<file path="src/rtl/qdb_pkg.sv">
package qdb_pkg;
  localparam int QDB_PTR_W = 16;
  typedef logic [QDB_PTR_W-1:0] qptr_t;

  // next slot of a ring with 'size' entries
  function automatic qptr_t ring_next(input qptr_t p, input qptr_t size);
    logic [QDB_PTR_W:0] n;
    n = {1'b0, p} + 1'b1;
    return (n >= {1'b0, size}) ? '0 : n[QDB_PTR_W-1:0];
  endfunction

  function automatic logic ring_full(input qptr_t tail, input qptr_t head, input qptr_t size);
    return ring_next(tail, size) == head;
  endfunction
endpackage

</file>
<file path="src/rtl/qdb_db_decode.sv">
module qdb_db_decode #(
  parameter int NQ      = 4,
  parameter int OFF_W   = 16,
  parameter int DB_BASE = 'h1000
) (
  input  logic             db_valid,
  input  logic [OFF_W-1:0] db_off,
  output logic [NQ-1:0]    sq_hit,
  output logic [NQ-1:0]    cq_hit
);
  logic [OFF_W-1:0] rel;
  logic [OFF_W-4:0] qn;
  logic             in_region;

  always_comb begin
    rel       = db_off - OFF_W'(DB_BASE);
    qn        = rel[OFF_W-1:3];
    in_region = db_valid && (db_off >= OFF_W'(DB_BASE)) && (rel[1:0] == 2'b00);
    for (int q = 0; q < NQ; q++) begin
      sq_hit[q] = in_region && (qn == (OFF_W-3)'(q)) && !rel[2];
      cq_hit[q] = in_region && (qn == (OFF_W-3)'(q)) &&  rel[2];
    end
  end
endmodule

</file>
<file path="src/rtl/qdb_pend_fifo.sv">
module qdb_pend_fifo #(
  parameter int W     = 32,
  parameter int DEPTH = 4
) (
  input  logic         clk,
  input  logic         rst_n,
  input  logic         push,
  input  logic [W-1:0] din,
  input  logic         pop,
  output logic [W-1:0] dout,
  output logic         empty,
  output logic         full
);
  localparam int AW = (DEPTH > 1) ? $clog2(DEPTH) : 1;

  logic [W-1:0]  mem [DEPTH];
  logic [AW-1:0] wr_ptr, rd_ptr;
  logic [AW:0]   count;

  assign empty = (count == '0);
  assign full  = (count == (AW+1)'(DEPTH));
  assign dout  = mem[rd_ptr];

  always_ff @(posedge clk) begin
    if (!rst_n) begin
      wr_ptr <= '0;
      rd_ptr <= '0;
      count  <= '0;
    end else begin
      if (push) begin
        mem[wr_ptr] <= din;
        wr_ptr <= (wr_ptr == AW'(DEPTH-1)) ? '0 : wr_ptr + 1'b1;
      end
      if (pop) rd_ptr <= (rd_ptr == AW'(DEPTH-1)) ? '0 : rd_ptr + 1'b1;
      count <= count + (push ? 1'b1 : 1'b0) - (pop ? 1'b1 : 1'b0);
    end
  end


  no_overflow_chk: assert property (@(posedge clk) disable iff (!rst_n) push |-> !full);

  no_underflow_chk: assert property (@(posedge clk) disable iff (!rst_n) pop |-> !empty);
endmodule

</file>
<file path="src/rtl/qdb_ring_mgr.sv">
module qdb_ring_mgr
  import qdb_pkg::*;
#(
  parameter int NQ         = 4,
  parameter int ADDR_W     = 32,
  parameter int OFF_W      = 16,
  parameter int CID_W      = 16,
  parameter int ST_W       = 15,
  parameter int CQES       = 4,
  parameter int PEND_DEPTH = 4,
  localparam int QW        = (NQ > 1) ? $clog2(NQ) : 1,
  localparam int PW        = QDB_PTR_W
) (
  input  logic              clk,
  input  logic              rst_n,
  input  logic              cfg_valid,
  input  logic              cfg_is_cq,
  input  logic [QW-1:0]     cfg_qid,
  input  logic [PW-1:0]     cfg_size,
  input  logic [ADDR_W-1:0] cfg_base,
  input  logic [QW-1:0]     cfg_cqid,
  input  logic              cfg_irq_en,
  input  logic              db_valid,
  input  logic [OFF_W-1:0]  db_off,
  input  logic [PW-1:0]     db_data,
  input  logic              sq_pop,
  input  logic [QW-1:0]     sq_pop_qid,
  input  logic              cmp_valid,
  input  logic [CID_W-1:0]  cmp_cid,
  input  logic [ST_W-1:0]   cmp_status,
  input  logic [QW-1:0]     cmp_sqid,
  output logic              cqe_valid,
  output logic [ADDR_W-1:0] cqe_addr,
  output logic [CID_W-1:0]  cqe_cid,
  output logic [ST_W:0]     cqe_status_word,
  output logic [QW-1:0]     cqe_sqid,
  output logic [PW-1:0]     cqe_sqhead,
  output logic [NQ-1:0]     irq_req,
  output logic [NQ-1:0]     sq_work
);
  localparam int PEW = QW + ST_W + CID_W;

  function automatic logic [ADDR_W-1:0] entry_addr(input logic [ADDR_W-1:0] base, input qptr_t tail);
    return base + (ADDR_W'(tail) << CQES);
  endfunction

  // submission ring state
  logic [NQ-1:0] sq_on;
  qptr_t         sq_size [NQ];
  qptr_t         sq_head [NQ];
  qptr_t         sq_tail [NQ];
  logic [QW-1:0] sq_cq   [NQ];
  // completion ring state
  logic [NQ-1:0]     cq_on, cq_phase, cq_ien;
  qptr_t             cq_size [NQ];
  qptr_t             cq_head [NQ];
  qptr_t             cq_tail [NQ];
  logic [ADDR_W-1:0] cq_base [NQ];

  // named internal events
  logic [NQ-1:0] db_sq_hit, db_cq_hit;
  logic [NQ-1:0] sq_tail_wr, cq_head_wr, cq_full, cq_restart;
  logic [NQ-1:0] cfg_sq_hit, cfg_cq_hit;
  logic [NQ-1:0] pend_push, pend_empty, pend_full, post_cand, post_oh;
  logic [NQ-1:0] sq_pop_ok, sq_wake;
  logic [PEW-1:0] pend_dout [NQ];
  logic [QW-1:0]  post_q, cmp_cq;
  logic           post_any, cmp_ok;
  logic [PEW-1:0] sel;

  qdb_db_decode #(.NQ(NQ), .OFF_W(OFF_W), .DB_BASE('h1000)) u_dec (
    .db_valid(db_valid), .db_off(db_off), .sq_hit(db_sq_hit), .cq_hit(db_cq_hit)
  );

  assign cmp_cq = sq_cq[cmp_sqid];
  assign cmp_ok = cmp_valid && sq_on[cmp_sqid] && cq_on[cmp_cq] && !pend_full[cmp_cq];

  always_comb begin
    for (int q = 0; q < NQ; q++) begin
      cfg_sq_hit[q] = cfg_valid && !cfg_is_cq && (cfg_qid == QW'(q));
      cfg_cq_hit[q] = cfg_valid &&  cfg_is_cq && (cfg_qid == QW'(q));
      sq_tail_wr[q] = db_sq_hit[q] && sq_on[q] && (db_data < sq_size[q]);
      cq_head_wr[q] = db_cq_hit[q] && cq_on[q] && (db_data < cq_size[q]);
      cq_full[q]    = ring_full(cq_tail[q], cq_head[q], cq_size[q]);
      cq_restart[q] = cq_head_wr[q] && cq_full[q];
      pend_push[q]  = cmp_ok && (cmp_cq == QW'(q));
      post_cand[q]  = cq_on[q] && !pend_empty[q] && !cq_full[q];
      sq_pop_ok[q]  = sq_pop && (sq_pop_qid == QW'(q)) && sq_on[q] && (sq_head[q] != sq_tail[q]);
    end
    for (int q = 0; q < NQ; q++) sq_wake[q] = sq_on[q] && cq_restart[sq_cq[q]];
  end

  // lowest-numbered ring with work and room posts
  always_comb begin
    post_oh  = '0;
    post_q   = '0;
    post_any = 1'b0;
    for (int q = 0; q < NQ; q++) begin
      if (post_cand[q] && !post_any) begin
        post_oh[q] = 1'b1;
        post_q     = QW'(q);
        post_any   = 1'b1;
      end
    end
  end

  for (genvar g = 0; g < NQ; g++) begin : g_pend
    qdb_pend_fifo #(.W(PEW), .DEPTH(PEND_DEPTH)) u_fifo (
      .clk(clk), .rst_n(rst_n),
      .push(pend_push[g]), .din({cmp_sqid, cmp_status, cmp_cid}),
      .pop(post_oh[g]), .dout(pend_dout[g]),
      .empty(pend_empty[g]), .full(pend_full[g])
    );
  end

  assign sel = pend_dout[post_q];

  always_ff @(posedge clk) begin
    if (!rst_n) begin
      sq_on <= '0; cq_on <= '0; cq_phase <= '0; cq_ien <= '0;
      for (int q = 0; q < NQ; q++) begin
        sq_size[q] <= '0; sq_head[q] <= '0; sq_tail[q] <= '0; sq_cq[q] <= '0;
        cq_size[q] <= '0; cq_head[q] <= '0; cq_tail[q] <= '0; cq_base[q] <= '0;
      end
    end else begin
      for (int q = 0; q < NQ; q++) begin
        if (cfg_sq_hit[q]) begin
          sq_on[q] <= 1'b1; sq_size[q] <= cfg_size; sq_cq[q] <= cfg_cqid;
          sq_head[q] <= '0; sq_tail[q] <= '0;
        end else begin
          if (sq_tail_wr[q]) sq_tail[q] <= db_data;
          if (sq_pop_ok[q])  sq_head[q] <= ring_next(sq_head[q], sq_size[q]);
        end
        if (cfg_cq_hit[q]) begin
          cq_on[q] <= 1'b1; cq_size[q] <= cfg_size; cq_base[q] <= cfg_base;
          cq_ien[q] <= cfg_irq_en; cq_head[q] <= '0; cq_tail[q] <= '0; cq_phase[q] <= 1'b1;
        end else begin
          if (cq_head_wr[q]) cq_head[q] <= db_data;
          if (post_oh[q]) begin
            cq_tail[q] <= ring_next(cq_tail[q], cq_size[q]);
            if (ring_next(cq_tail[q], cq_size[q]) == '0) cq_phase[q] <= ~cq_phase[q];
          end
        end
      end
    end
  end

  always_ff @(posedge clk) begin
    if (!rst_n) begin
      cqe_valid <= 1'b0; cqe_addr <= '0; cqe_cid <= '0; cqe_status_word <= '0;
      cqe_sqid <= '0; cqe_sqhead <= '0; irq_req <= '0; sq_work <= '0;
    end else begin
      cqe_valid       <= post_any;
      cqe_addr        <= entry_addr(cq_base[post_q], cq_tail[post_q]);
      cqe_cid         <= sel[CID_W-1:0];
      cqe_status_word <= {sel[CID_W +: ST_W], cq_phase[post_q]};
      cqe_sqid        <= sel[CID_W+ST_W +: QW];
      cqe_sqhead      <= sq_head[sel[CID_W+ST_W +: QW]];
      for (int q = 0; q < NQ; q++) begin
        irq_req[q] <= cq_ien[q] && (post_oh[q] || (cq_head_wr[q] && (cq_tail[q] != db_data)));
        sq_work[q] <= sq_tail_wr[q] || sq_wake[q];
      end
    end
  end

  for (genvar g = 0; g < NQ; g++) begin : g_chk

    irq_enabled_chk: assert property (@(posedge clk) disable iff (!rst_n)
      irq_req[g] |-> $past(cq_ien[g]));

    tail_moves_chk: assert property (@(posedge clk) disable iff (!rst_n)
      (post_oh[g] && !cfg_cq_hit[g]) |=> (cq_tail[g] != $past(cq_tail[g])));

    phase_wrap_chk: assert property (@(posedge clk) disable iff (!rst_n)
      (cq_on[g] && $past(cq_on[g]) && !$past(cfg_cq_hit[g]) && cq_tail[g] == '0 && $past(cq_tail[g]) != '0)
        |-> (cq_phase[g] != $past(cq_phase[g])));
  end
endmodule

</file>
<file path="config.mk">
export PLATFORM = sky130hd
export DESIGN_NAME = qdb_ring_mgr
export DESIGN_NICKNAME = d
export VERILOG_FILES = /design/src/rtl/qdb_pkg.sv /design/src/rtl/qdb_db_decode.sv /design/src/rtl/qdb_pend_fifo.sv /design/src/rtl/qdb_ring_mgr.sv
export SDC_FILE = /design/constraint.sdc
export NUM_CORES = 2
export LEC_CHECK = 0
export ABC_AREA = 1
export BUFFER_PORTS_ARGS = -buffer_cell sky130_fd_sc_hd__buf_2
export CAP_MARGIN = 20
export CORE_ASPECT_RATIO = 0.6
export CORE_MARGIN = 1.5
export CORE_UTILIZATION = 30
export DETAILED_ROUTE_END_ITERATION = 16
export MAX_ROUTING_LAYER = met4
export PLACE_DENSITY = 0.43
export SYNTH_ARGS = -nofsm -noshare
export SYNTH_HDL_FRONTEND = slang
export SYNTH_HIERARCHICAL = 1
export SYNTH_SLANG_ARGS = --single-unit
</file>
<file path="constraint.sdc">
create_clock -name clk -period 18.6 [get_ports clk]
set_input_delay 1.86 -clock clk [delete_from_list [all_inputs] [get_ports clk]]
set_output_delay 1.86 -clock clk [all_outputs]
set_load 0.02 [all_outputs]
</file>
* Yosys cells after proc, flatten, opt, wreduce, memory -nomap -nowiden
Memories as Yosys holds them, arrays and structs flattened. A register that Yosys moved wholly into a read port is not among the register bits. Cells that the tools add are included.
Storage, ports and cells: register bits after elaboration 119, RAM bits 1048, input port bits 127, word-level logic and storage cells 543, memories kept 12
Memory list:
- g_pend[0].u_fifo.mem | words 4, width 33, rd ports 1, clocked after memory_dff 1, write ports 1, line qdb_pend_fifo.sv:16 | logic [W-1:0] mem [DEPTH];
- g_pend[1].u_fifo.mem | words 4, width 33, rd ports 1, clocked after memory_dff 1, write ports 1, line qdb_pend_fifo.sv:16
- g_pend[2].u_fifo.mem | words 4, width 33, rd ports 1, clocked after memory_dff 1, write ports 1, line qdb_pend_fifo.sv:16
- g_pend[3].u_fifo.mem | words 4, width 33, rd ports 1, clocked after memory_dff 1, write ports 1, line qdb_pend_fifo.sv:16
- cq_base | words 4, width 32, rd ports 1, clocked after memory_dff 0, write ports 4, line qdb_ring_mgr.sv:58 | logic [ADDR_W-1:0] cq_base [NQ];
- cq_head | words 4, width 16, rd ports 4, clocked after memory_dff 0, write ports 4, line qdb_ring_mgr.sv:56 | qptr_t cq_head [NQ];
- 6 more memories
Cells by class: $add $sub $neg 26, order comparisons 25, eq/ne operators 36, multiplexer cells 222, bitwise gates (word level) 53, reductions and logical operators 134
Operators by type and width (count):
- 2-to-1 mux 16 bit | 48
- 2-to-1 mux 1 bit | 137
- adder 16 x 1 -> 17 bit, second input constant | 8
- greater-or-equal comparator 17 x 16 -> 1 bit | 8
- < comparator 16 bit | 8
- 2-to-1 mux 32 bit | 4
- != test 16 bit | 8
- logical AND 1 bit | 86
- binary-select mux 33 bit (select 2 bit) | 1
- 2-to-1 mux 33 bit | 2
- equality test 16 bit | 4
- zero test 16 bit | 4
- bitwise OR 1 bit | 48
- 2-to-1 mux 2 bit | 22
- adder 32 x 20 -> 32 bit | 1
- equality test 2 bit, second input constant | 14
- equality test 13 x 2 -> 1 bit, second input constant | 2
- < comparator 2 x 3 -> 1 bit, second input constant | 7
- adder 2 x 1 -> 2 bit, second input constant | 8
- binary-select mux 1 bit (select 2 bit) | 8
- greater-or-equal comparator 16 x 13 -> 1 bit, second input constant | 1
- nonzero test 2 bit | 8
- subtractor 16 x 13 -> 16 bit, second input constant | 1
- zero test 1 bit | 15
- other kinds (13) | 43

* Longest topological paths before layout
An unclocked memory read counts as a cell.
depth after elaboration 22, gate-level depth with buffers 63, gate-level depth less buffers 59

* Hierarchy
The synthesis kept the hierarchy.
By module, submodules not included:
- qdb_ring_mgr | instances 1, cells an instance 4495, area an instance 38308.0 sq um, sequential area each 17757.0 sq um
- qdb_pend_fifo at g_pend[2].u_fifo ... | instances 2, cells an instance 445, area an instance 5890.6 sq um, sequential area each 4144.0 sq um
- qdb_pend_fifo at g_pend[0].u_fifo | instances 1, cells an instance 447, area an instance 5905.7 sq um, sequential area each 4144.0 sq um
- qdb_pend_fifo at g_pend[1].u_fifo | instances 1, cells an instance 446, area an instance 5904.4 sq um, sequential area each 4144.0 sq um
- qdb_db_decode | instances 1, cells an instance 61, area an instance 292.8 sq um, sequential area each 0.0 sq um

* Least setup slack after synthesis
No wires, ideal clock.
path type register -> register, from mem cq_tail[1][0] (netlist bit), to reg cqe_addr[30], setup time 0.110 ns, data arrival time 6.819 ns, data required time 18.490 ns, slack 11.671 ns, stages on the path, launching flop included 59, path buffers 5, cells stage by stage edfxtp_1 > ha_1 > nand2_2 > nor2_4 > nand3_2 > nor3_2 > xor2_1 > ha_1 > nand2_1 > inv_1 > o21ai_0 > nand4_2 > nor2_8 > buf_6 > nand3_1 > nand2_1 > nand2_1 > nor2_1 > [... 23 more ...] > o21ai_0 > nand2_1 > nand2_1 > inv_1 > o21ai_0 > nand2_1 > nand2_1 > inv_1 > nor2_1 > nor2_1 > nor2_1 > o21ai_0 > inv_1 > nor2_4 > nand3_1 > nand2_1 > inv_1 > nor2_1
RTL lines:
- from (decl) | line qdb_ring_mgr.sv:57 | qptr_t cq_tail [NQ];
- to (signal assigned) | line qdb_ring_mgr.sv:154 | cqe_addr <= entry_addr(cq_base[post_q], cq_tail[post_q]);
- to (decl) | line qdb_ring_mgr.sv:33 | output logic [ADDR_W-1:0] cqe_addr,

==> key figures <==
Global route
  – Initial antenna violation count: 40
  – GR Util met3: 5.280%
  – Overall routing resource usage: 22.99%
  – GRT Max-Usage Layer: met1
  – Total grt overflow: 0
  – Met1 GRT Util: 37.38%
  – Met2 Use GR: 27.90%
  – First-pass GRT wire length: 332100 um
  – Vias in the first global route: 42270
  – Largest net degree at the start of global routing: 119

Logic synthesis
  – Sequential area share after synthesis: 55.20%
  – Syn avg cell area: between 9 and 10 sq um
  – Syn Inst Count: 6339
  – Largest area contributor in the netlist: edfxtp_1
  – Seq cells post-synth: between 1000 and 1500
  – Ys Warns: 6
  – Async SR Flop Fraction: 0%
  – EDFF count, synth: 1048
  – Ys flop type: edfxtp_1
  – Post-synth cell types: 69
  – Syn_nets: 6773
  – Post-synth top area share: 50.60%
  – Synth area leaders: edfxtp_1 51%, ha_1 6.1%, inv_1 5.7%
  – Top cells by count, synth: 1048 x edfxtp_1, 951 x inv_1, 914 x nor2_1, 894 x nand2_1, 384 x a21oi_1
  – Synth Cell Area: 0.06219 sq mm
  – Most numerous cell in the Yosys netlist: edfxtp_1

Floorplanning
  – Row count: between 100 and 150
  – Num ports: 218
  – Initial core utilization: 30.17%
  – Die height: 355.7 um
  – Placeable core area: slightly above 0.2 sq mm
  – Die Wd: 590.8 um
  – Die ar.: 0.2101 sq mm

Power
  – Clock network fraction of total power: 43.2%
  – Switching part of the total power: between 20% and 30%
  – Sequential share of power: 48.2%
  – Internal power: 4.691 mW
  – NetSw: 1.631 mW
  – Cell Pwr Density: 89.75 mW/mm^2
  – Combinational Power Share: 8.6%
  – Pwr Total: about 6.3 mW
  – Leak: between 20 and 30 nW
  – Worst VDD drop: 0.00006272 V

STA
  – Post-route setup TNS: 0 ps
  – Least-Margin Pin Slew: 1197 ps
  – Min Tclk post-route: 10820 ps
  – Pins Over Slew Limit: 0
  – F_max: around 0.092 GHz
  – RSZ-0062 raised after global routing: false
  – Final period util: 58.16%
  – Clk_skew: between 50 and 60 ps
  – Setup violators final: 0
  – Worst slew margin: 20.09%
  – Fin. Hold Viols: 0

Routing
  – 1st-iter DRT viols: 5456
  – Per-cell routed wire length: 25.42 um
  – Via count: 46590
  – Initial DRT Pass Iterations: 6
  – Post-route ant nets: 0
  – DRC violations left: 0
  – Final wirelength: about 240000 um
  – Vias per std cell: just under 5

Setup path
  – Max incr delay on CP: 740 ps
  – Worst path most repeated cell: nand2_1
  – Worst Path Required: 19330 ps
  – Crit-path slowest cell: nand2_1
  – Critical path's top delay family: simple AND/OR/NAND/NOR gates
  – Worst Path Buf+Inv: 9
  – Critical path startpoint: cq_tail[2][0]
  – Startpoint types: flip-flop
  – Critical path class: flip-flop to flip-flop
  – FF-to-FF Start: cq_tail[2][0]
  – Max FO, Critical Path: 58
  – CP endpoint kind: flip-flop
  – Worst path arrival time: 11550 ps

Clocking
  – CTS Buffer Depth: 4
  – Clk slew on worst S/H paths: 70 ps
  – Root buf cell: clkbuf_16
  – Clk_lat worst skew: just over 800 ps
  – Max H-tree Level: 4
  – Setup repair bufs after CTS: 0
  – CTS Hold Buffers Added: 0
  – CTS buffer count: 143
  – Post-CTS Resized: 0
  – TritonCTS Sinks: 1191
  – CTS tree: built

Layout
  – Share of cells above drive strength 1: 13.23%
  – Multi-input gate area: 0.02283 sq mm
  – Nets: 6972
  – Fillers: 21000
  – FF+latch area: approximately 0.034 sq mm
  – Synth-to-Final Area Change: 13.26%
  – Cell area after layout: 0.07044 sq mm

Place
  – HPWL after detailed placement: 167000 um
  – Area post-placement: roughly 0.066 sq mm
  – I/O Buffers: 217
  – GPL Wtd Cong: 0.9621

Run
  – Maxcap violations: 0

Worst hold path
  – Worst min-delay path class: flip-flop to flip-flop
  – Worst Min Path Start: cq_ien[0]

Outcome
  – Status: finished clean
worst paths after layout:
check	endpoint	slack, ps	cells after the start
max reg2reg	cqe_addr[30]	7780	58
min	irq_req[0]	450	2
min reg2reg	irq_req[0]	450	2
max	cqe_addr[30]	7780	58
state kept, by name, summed over array words and instances, names as in the netlist, 2 cells and up, named ones only:
register and flops:
cqe_addr 32, g_pend.u_fifo/count 12, sq_work 4, cq_head 64, cqe_status_word 16, cq_tail 64
cq_on 4, g_pend.u_fifo/mem 528, sq_on 4, cq_ien 4, irq_req 4, sq_cq 8
sq_tail 64, cqe_sqhead 16, g_pend.u_fifo/rd_ptr 8, cqe_sqid 2, g_pend.u_fifo/wr_ptr 8, sq_head 64
cq_phase 4, sq_size 64, cq_base 128, cq_size 64, cqe_cid 16
tightest hold or removal path, stage by stage, from the launching register on:
cell and delay (ps):
dfxtp_1 300, inv_1 60, nor3_1 50
layer usage:
metal | vias to the layer above | share of wire (%) | wire, um
li1 | 21800 | - | -
met1 | 22830 | 52 | 124500
met2 | 1737 | 36 | 87210
met3 | 232 | 9.9 | 23680
met4 | 0 | 1.5 | 3586
met5 | - | 0 | 0
final cells by class:
class | count | area share [%]
inverters | 974 | 5.197
repair buffers | 303 | 2.490
well taps | 2751 | 4.886
multi-input cells | 3925 | 32.41
diodes | 8 | 0.02842
clock inverters | 44 | 0.4227
clock buffers | 205 | 5.787
flip-flops and latches | 1191 | 48.78
cell families after synthesis:
logic type / after synthesis / synth area share, %
AO/OA/AOI/OAI: 1036 / 10.80
XOR/XNOR: 164 / 2.322
adder cells (fa/ha/maj): 307 / 6.237
buffers and inverters: 1223 / 8.315
flip-flops: 1191 / 55.20
AND/OR/NAND/NOR: 2418 / 17.12
stage by stage:
step	hold slack, ps	cells	util, %	setup slack (ps)
2_1_floorplan	422.0	6339	-	11670
3_3_place_gp	433.0	9143	32.04	8137
3_5_place_dp	440.9	9143	32.04	8074
4_1_cts	456.3	9392	34.16	8079
5_1_grt	488.8	9395	34.17	6791
6_report	453.3	9401	34.18	7783
power groups by stage:
stage / sequential [mW] / clock [mW] / combinational, mW
CTS: 3.04 / 2.79 / 0.537
floorplan: 3.08 / 0 / 0.294
finish: 3.04 / 2.73 / 0.543
global route: 3.05 / 2.90 / 0.594
global placement: 3.10 / 0 / 0.530
detailed placement: 3.10 / 0 / 0.534
placed cells by master (no fill, tap or decap), types with 37 or more instances in the layout:
cell type / n
clkbuf_16: 147
o211ai_2: 133
buf_2: 216
o21ai_1: 37
nand3_1: 145
inv_1: 946
nand2_2: 116
nor3_1: 73
ha_1: 302
o21ai_0: 300
o21a_1: 43
clkbuf_1: 40
dfxtp_1: 135
a21oi_1: 384
nand2_1: 889
nor4_1: 39
edfxtp_1: 1048
nand4_1: 140
buf_4: 85
nor2_1: 898
xor2_1: 132
(Power assumes the default switching activity.)
